`config.mk`:
```
export PLATFORM = sky130hd
export DESIGN_NAME = epp_cycle_ctrl
export DESIGN_NICKNAME = d
export VERILOG_FILES = /design/src/rtl/epp_pkg.sv /design/src/rtl/epp_wait_sync.sv /design/src/rtl/epp_watchdog.sv /design/src/rtl/epp_seq.sv /design/src/rtl/epp_cycle_ctrl.sv
export SDC_FILE = /design/constraint.sdc
export NUM_CORES = 1
export LEC_CHECK = 0
export CORE_ASPECT_RATIO = 0.9
export CORE_MARGIN = 2
export CORE_UTILIZATION = 40
export DETAILED_ROUTE_END_ITERATION = 12
export GPL_TIMING_DRIVEN = 0
export PLACE_DENSITY = 0.66
export RECOVER_POWER = 25
export SLEW_MARGIN = 20
export SYNTH_ARGS = -nofsm -noshare
export SYNTH_HDL_FRONTEND = slang
export SYNTH_SLANG_ARGS = --single-unit
```
`constraint.sdc`:
```
create_clock -name clk -period 4.1 [get_ports clk]
set_clock_uncertainty 0.2 [all_clocks]
set_input_delay 0.82 -clock clk [delete_from_list [all_inputs] [get_ports clk]]
set_output_delay 0.82 -clock clk [all_outputs]
set_load 0.02 [all_outputs]
```
`src/rtl/epp_pkg.sv`:
```
package epp_pkg;

  typedef enum logic [2:0] {
    S_IDLE  = 3'd0,
    S_ARM   = 3'd1,
    S_SETUP = 3'd2,
    S_STB   = 3'd3,
    S_ACK   = 3'd4
  } epp_st_e;

  // clocks in a 10 us window, never below 2
  function automatic int unsigned wd_limit(input int unsigned clk_hz);
    int unsigned n;
    n = clk_hz / 100000;
    return (n < 2) ? 2 : n;
  endfunction

endpackage

```
`src/rtl/epp_wait_sync.sv`:
```
module epp_wait_sync #(
  parameter bit RST_VAL = 1'b1
) (
  input  logic clk,
  input  logic rst_n,
  input  logic d,
  output logic q
);
  logic meta;

  always_ff @(posedge clk or negedge rst_n) begin
    if (!rst_n) begin
      meta <= RST_VAL;
      q    <= RST_VAL;
    end else begin
      meta <= d;
      q    <= meta;
    end
  end
endmodule

```
`src/rtl/epp_watchdog.sv`:
```
module epp_watchdog #(
  parameter int unsigned LIMIT = 500,
  localparam int unsigned CW = $clog2(LIMIT + 1)
) (
  input  logic          clk,
  input  logic          rst_n,
  input  logic          start,
  input  logic          run,
  output logic          expire,
  output logic [CW-1:0] count
);
  assign expire = run && (count == CW'(LIMIT - 1));

  always_ff @(posedge clk or negedge rst_n) begin
    if (!rst_n) begin
      count <= '0;
    end else if (start) begin
      count <= '0;
    end else if (run && !expire) begin
      count <= count + 1'b1;
    end
  end
endmodule

```
`src/rtl/epp_seq.sv`:
```
module epp_seq
  import epp_pkg::*;
(
  input  logic       clk,
  input  logic       rst_n,
  input  logic       req_wr,
  input  logic       req_rd,
  input  logic       req_sel,
  input  logic [7:0] wdata,
  input  logic       dir,
  input  logic       wait_s,
  input  logic [7:0] din,
  input  logic       wd_expire,
  output epp_st_e    st,
  output logic       accept,
  output logic       drv_wr,
  output logic       cyc_addr,
  output logic [7:0] dout,
  output logic [7:0] rdata
);
  logic       cyc_wr;
  logic [7:0] wlatch;
  logic       slot_free;

  assign slot_free = (st == S_IDLE) || (st == S_ACK);
  assign accept    = slot_free && (req_wr || req_rd);

  always_ff @(posedge clk or negedge rst_n) begin
    if (!rst_n) begin
      st       <= S_IDLE;
      cyc_wr   <= 1'b0;
      cyc_addr <= 1'b0;
      wlatch   <= '0;
      drv_wr   <= 1'b0;
      dout     <= '0;
      rdata    <= '0;
    end else if (accept) begin
      st       <= S_ARM;
      cyc_wr   <= req_wr && !dir;
      cyc_addr <= req_wr && req_sel;
      wlatch   <= wdata;
    end else begin
      unique case (st)
        S_IDLE: ;
        S_ARM: begin
          if (wd_expire) begin
            st     <= S_IDLE;
            drv_wr <= 1'b0;
          end else if (!wait_s) begin
            st     <= S_SETUP;
            drv_wr <= cyc_wr;
            if (cyc_wr) dout <= wlatch;
          end
        end
        S_SETUP: begin
          if (wd_expire) begin
            st     <= S_IDLE;
            drv_wr <= 1'b0;
          end else begin
            st <= S_STB;
          end
        end
        S_STB: begin
          if (wd_expire) begin
            st     <= S_IDLE;
            drv_wr <= 1'b0;
          end else if (wait_s) begin
            st <= S_ACK;
            if (!cyc_wr) rdata <= din;
          end
        end
        S_ACK: begin
          if (!wait_s) begin
            st     <= S_IDLE;
            drv_wr <= 1'b0;
          end
        end
        default: st <= S_IDLE;
      endcase
    end
  end
endmodule

```
`src/rtl/epp_cycle_ctrl.sv`:
```
module epp_cycle_ctrl
  import epp_pkg::*;
#(
  parameter int unsigned CLK_HZ = 50_000_000,
  localparam int unsigned WD_CYC = wd_limit(CLK_HZ),
  localparam int unsigned WD_CW  = $clog2(WD_CYC + 1)
) (
  input  logic       clk,
  input  logic       rst_n,
  input  logic       host_sel_addr,
  input  logic       host_wr,
  input  logic       host_rd,
  input  logic [7:0] host_wdata,
  output logic [7:0] host_rdata,
  output logic       host_rdy,
  input  logic       stat_rd,
  output logic       stat_timeout,
  input  logic       ctl_strobe,
  input  logic       ctl_autofd,
  input  logic       ctl_init,
  input  logic       ctl_dir,
  input  logic       port_wait_n,
  input  logic [7:0] port_din,
  output logic [7:0] port_dout,
  output logic       port_oe,
  output logic       port_write_n,
  output logic       port_dstb_n,
  output logic       port_astb_n,
  output logic       port_strobe_n,
  output logic       port_autofd_n,
  output logic       port_init_n
);
  epp_st_e          st;
  logic             wait_sync;
  logic             accept;
  logic             drv_wr;
  logic             cyc_addr;
  logic             wd_expire;
  logic             wd_run;
  logic [WD_CW-1:0] wd_count;
  logic             cyc_active;
  logic             stb_on;

  epp_wait_sync #(.RST_VAL(1'b1)) sync_i (
    .clk(clk), .rst_n(rst_n), .d(port_wait_n), .q(wait_sync)
  );

  assign wd_run = (st == S_ARM) || (st == S_SETUP) || (st == S_STB);

  epp_watchdog #(.LIMIT(WD_CYC)) wd_i (
    .clk(clk), .rst_n(rst_n), .start(accept), .run(wd_run),
    .expire(wd_expire), .count(wd_count)
  );

  epp_seq seq_i (
    .clk(clk), .rst_n(rst_n),
    .req_wr(host_wr), .req_rd(host_rd), .req_sel(host_sel_addr),
    .wdata(host_wdata), .dir(ctl_dir), .wait_s(wait_sync),
    .din(port_din), .wd_expire(wd_expire),
    .st(st), .accept(accept), .drv_wr(drv_wr), .cyc_addr(cyc_addr),
    .dout(port_dout), .rdata(host_rdata)
  );

  assign cyc_active = (st != S_IDLE);
  assign stb_on     = (st == S_STB);

  assign host_rdy     = (st == S_IDLE) || (st == S_ACK);
  assign port_dstb_n  = !(stb_on && !cyc_addr);
  assign port_astb_n  = !(stb_on && cyc_addr);
  assign port_oe      = cyc_active ? (drv_wr || ctl_strobe) : !ctl_dir;
  assign port_write_n = !(drv_wr || (cyc_active && ctl_strobe));

  assign port_strobe_n = !ctl_strobe;
  assign port_autofd_n = !ctl_autofd;
  assign port_init_n   = !ctl_init;

  always_ff @(posedge clk or negedge rst_n) begin
    if (!rst_n) begin
      stat_timeout <= 1'b0;
    end else if (wd_expire) begin
      stat_timeout <= 1'b1;
    end else if (stat_rd) begin
      stat_timeout <= 1'b0;
    end
  end
endmodule

```
==> out/qor.csv <==
stage,metric,value,unit
route,routed_wire_length_per_instance,14.8,um
yosys,synth-edff-count,0,
final_layout,multi_input_area,774,um^2
route,viasPerCell,5.20,
clock_network,cts_htree_levels,2,
worst_setup_path,critical_path_sink_type,primary output,
sta,rsz0062_at_grt,no,
worst_setup_path,critical_path.startpoint_type,primary input,
sta,timing.slew.headroom,23.4,%
placed_design,pre_cts_setup_slack,0.979,ns
global_routing,grt_pass1_wl,6.97,mm
sta,timing.final.max_slew_violations,0,
die,row_count,23,
power,internal-power,1.19,mW
clock_network,clk_latency,0.29,ns
clock_network,clkSlewWorstSetupHoldPaths,0.08,ns
sta,setup_violations,0,
sta,postLayoutSetupSlackWorst,0.981,ns
final_layout,layout.cells.most_common,clkdlybuf4s50_1,
final_layout,mostFrequentLayoutCells,"clkdlybuf4s50_1, dfrtp_1, mux2_2",
route,vias,1408,
clock_network,cts.root.buffer_cell,clkbuf_8,
sta,fmax,321,MHz
worst_setup_path,worst-endpoint-arrival,2.10,ns
final_layout,final-seq-area,1050,um^2
power,power.total,1.83,mW
route,drt_wl_total,4.02,mm
final_layout,final_nets,236,
worst_setup_path,critical-path-max-stage-delay,0.63,ns
final_layout,non_filler_cells_in_the_finished_layout,271,
route,route.detailed.drc,0,
global_routing,grt_start_max_net_pins,23,
yosys,synth_cell_type_count,43,
clock_network,worst_case_clock_buffer_depth,2,
route,ant_nets,0,
yosys,postSynthAreaPerCell,12.7,um^2
yosys,synth_area,1890,um^2
placed_design,place.detailed.hpwl,3.01,mm
sta,final-hold-violation-count,0,
sta,period_minus_slack,3.12,ns
run,maxCapViolCount,0,
placed_design,port_buffers,51,
global_routing,antenna_found_initial,0,
worst_setup_path,worstPathCellList,clkdlybuf4s50_1 > o21ai_0 > o21ai_0 > clkdlybuf4s50_1,
yosys,postSynthNetCount,177,
die,die_area,5280,um^2
route,drtIter0Drc,101,
yosys,synthesis.yosys.warnings,0,
clock_network,cts-buffers-inserted,5,
sta,finalCritPeriodShare,76.1,%
hold_path,hold_path.class,flop to flop,
worst_setup_path,worst_path_max_delay_cell,clkdlybuf4s50_1,
worst_setup_path,critical-path-top-delay-family,buffers and inverters,
final_layout,antenna_cells_inserted,0,
power,power.share.clock,17.5,%
clock_network,cts_hold_buffers,0,
sta,worst_slew_pin_slew,1.15,ns
clock_network,cts.sink_count,42,
worst_setup_path,count_of_buffer_and_inverter_cells_on_the_critical_path,2,
clock_network,postCtsResizedCells,0,
final_layout,syn2layout_area_growth,36.9,%
power,switchingPower,0.644,mW
yosys,synth.yosys.seq_area_share,55.8,%
global_routing,grt-ovfl-total,0,
final_layout,drive_gt1_share,21.5,%
power,cellPowerDensity,709,nW/um^2
yosys,synth_area_leader_cell,dfrtp_1,
outcome,outcome,"finished, final reports clean",
yosys,yosys-top-cells-area,"dfrtp_1, mux2_2, dfstp_2",
sta,setup_total_negative_slack,0,ns
die,die_width,76.4,um
yosys,synth_async_sr_flop_share,100,%
worst_setup_path,category_of_the_critical_setup_timing_path,primary input to primary output,
worst_setup_path,critical_path_peak_fanout,3,
yosys,post_synth_inst_count,149,
power,power.static_leakage,1.05,nW
yosys,synth.top_cell.area_share,53.1,%
die,start_util,42.0,%
final_layout,fillerInstances,397,
die,die_y,69.2,um
die,area_of_the_core,4490,um^2
power,combPwrFrac,44.8,%
die,io_pins,52,
clock_network,tritoncts,built,
route,drt_pre_antenna_iters,4,
placed_design,place.detailed.instances,263,
power,power.sequential.fraction,37.7,%
worst_setup_path,critPathRequiredTime,3.08,ns
power,switching_share,35.2,%
yosys,main_synth_ff_type,dfrtp_1,
placed_design,final_replace_weighted_congestion,0.757,
global_routing,first_global_vias,1441,
sta,finalHoldWorstSlack,0.159,ns
clock_network,cts.repair_timing.setup_buffer_count,0,
global_routing,global_route.usage.total,16.5,%
yosys,synth_seq_cells,42,
power,vdd.ir_drop.worst,0.399,mV
-- final cells by class --
type / count / share of cell area (%)
clock inverters: 2 / 1.45
flip-flops and latches: 42 / 40.8
multi-input cells: 94 / 30.0
inverters: 8 / 1.16
plain buffers: 5 / 1.11
clock buffers: 6 / 2.81
repair buffers: 52 / 19.7
well taps: 62 / 3.00
-- sequential cells by signal, indices dropped and copies added (netlist names) --
register / cells
seq_i.cyc_addr: 1
seq_i.cyc_wr: 1
seq_i.dout: 8
seq_i.drv_wr: 1
seq_i.rdata: 8
seq_i.st: 3
seq_i.wlatch: 8
stat_timeout: 1
sync_i.meta: 1
sync_i.q: 1
wd_i.count: 9
-- worst paths after layout --
kind / startpoint / endpoint / slack, ns / depth (start not counted)
max reg2reg: wd_i.count[0]$_DFFE_PN0P_ / seq_i.rdata[1]$_DFFE_PN0P_ / 1.80 / 4
max in group asynchronous: rst_n / seq_i.st[2]$_DFFE_PN0P_ / 1.60 / 2
max: ctl_strobe / port_oe / 0.98 / 4
min: sync_i.meta$_DFF_PN1_ / sync_i.q$_DFF_PN1_ / 0.16 / 0
min in group asynchronous: rst_n / wd_i.count[1]$_DFFE_PN0P_ / 0.51 / 1
min reg2reg: sync_i.meta$_DFF_PN1_ / sync_i.q$_DFF_PN1_ / 0.16 / 0
-- cells in the mapped netlist (all sizes together), types with 3 or more instances --
cell / count
a21oi: 6
clkbuf: 3
dfrtp: 40
inv: 8
mux2: 24
mux2i: 4
nand2: 7
nand3: 4
nor2: 3
o21ai: 9
o31ai: 4
or3: 3
-- logic make-up (layout without fill, tap and decap cells) --
| group | Yosys count | count (layout) | share of synthesized area (%) |
|---|---|---|---|
| DFF | 42 | 42 | 55.8 |
| and+or+nand+nor | 34 | 34 | 11.4 |
| AOI/OAI and AO/OA | 30 | 30 | 12.1 |
| muxes | 28 | 28 | 16.4 |
| buffers and inverters | 13 | 73 | 3.12 |
| adders and majority gates | 1 | 1 | 0.663 |
| xor gates and xnor gates | 1 | 1 | 0.464 |
-- routing by layer --
metal  GRT usage (%)  vias up  wire length, um
met5               0        -                0
met4            5.45        0               51
met3            4.58        6              180
met2            27.0       30             1970
met1            21.1      701             1820
li1                -      671                -
-- worst register-to-register path, stage by stage, from the launching register on --
cell and delay (ns):
dfrtp_1 0.42, ha_1 0.29, and4_1 0.23, a2111oi_4 0.64, mux2_2 0.41
-- power by group through the flow --
stage | registers [mW] | logic [mW] | clock network, mW
6_report | 0.690 | 0.820 | 0.321
5_1_grt | 0.713 | 0.893 | 0.350
4_1_cts | 0.692 | 0.835 | 0.330
3_5_place_dp | 0.698 | 0.831 | 0
3_3_place_gp | 0.686 | 0.811 | 0
2_1_floorplan | 0.769 | 0.414 | 0
-- stage by stage --
step                util [%]  cell area [um^2]
floorplan                  -              1890
global placement        55.1              2470
detailed placement      55.6              2500
CTS                     58.1              2610
global route            57.5              2580
finish                  57.5              2580
No activity file was read; power rests on OpenSTA's default activity.
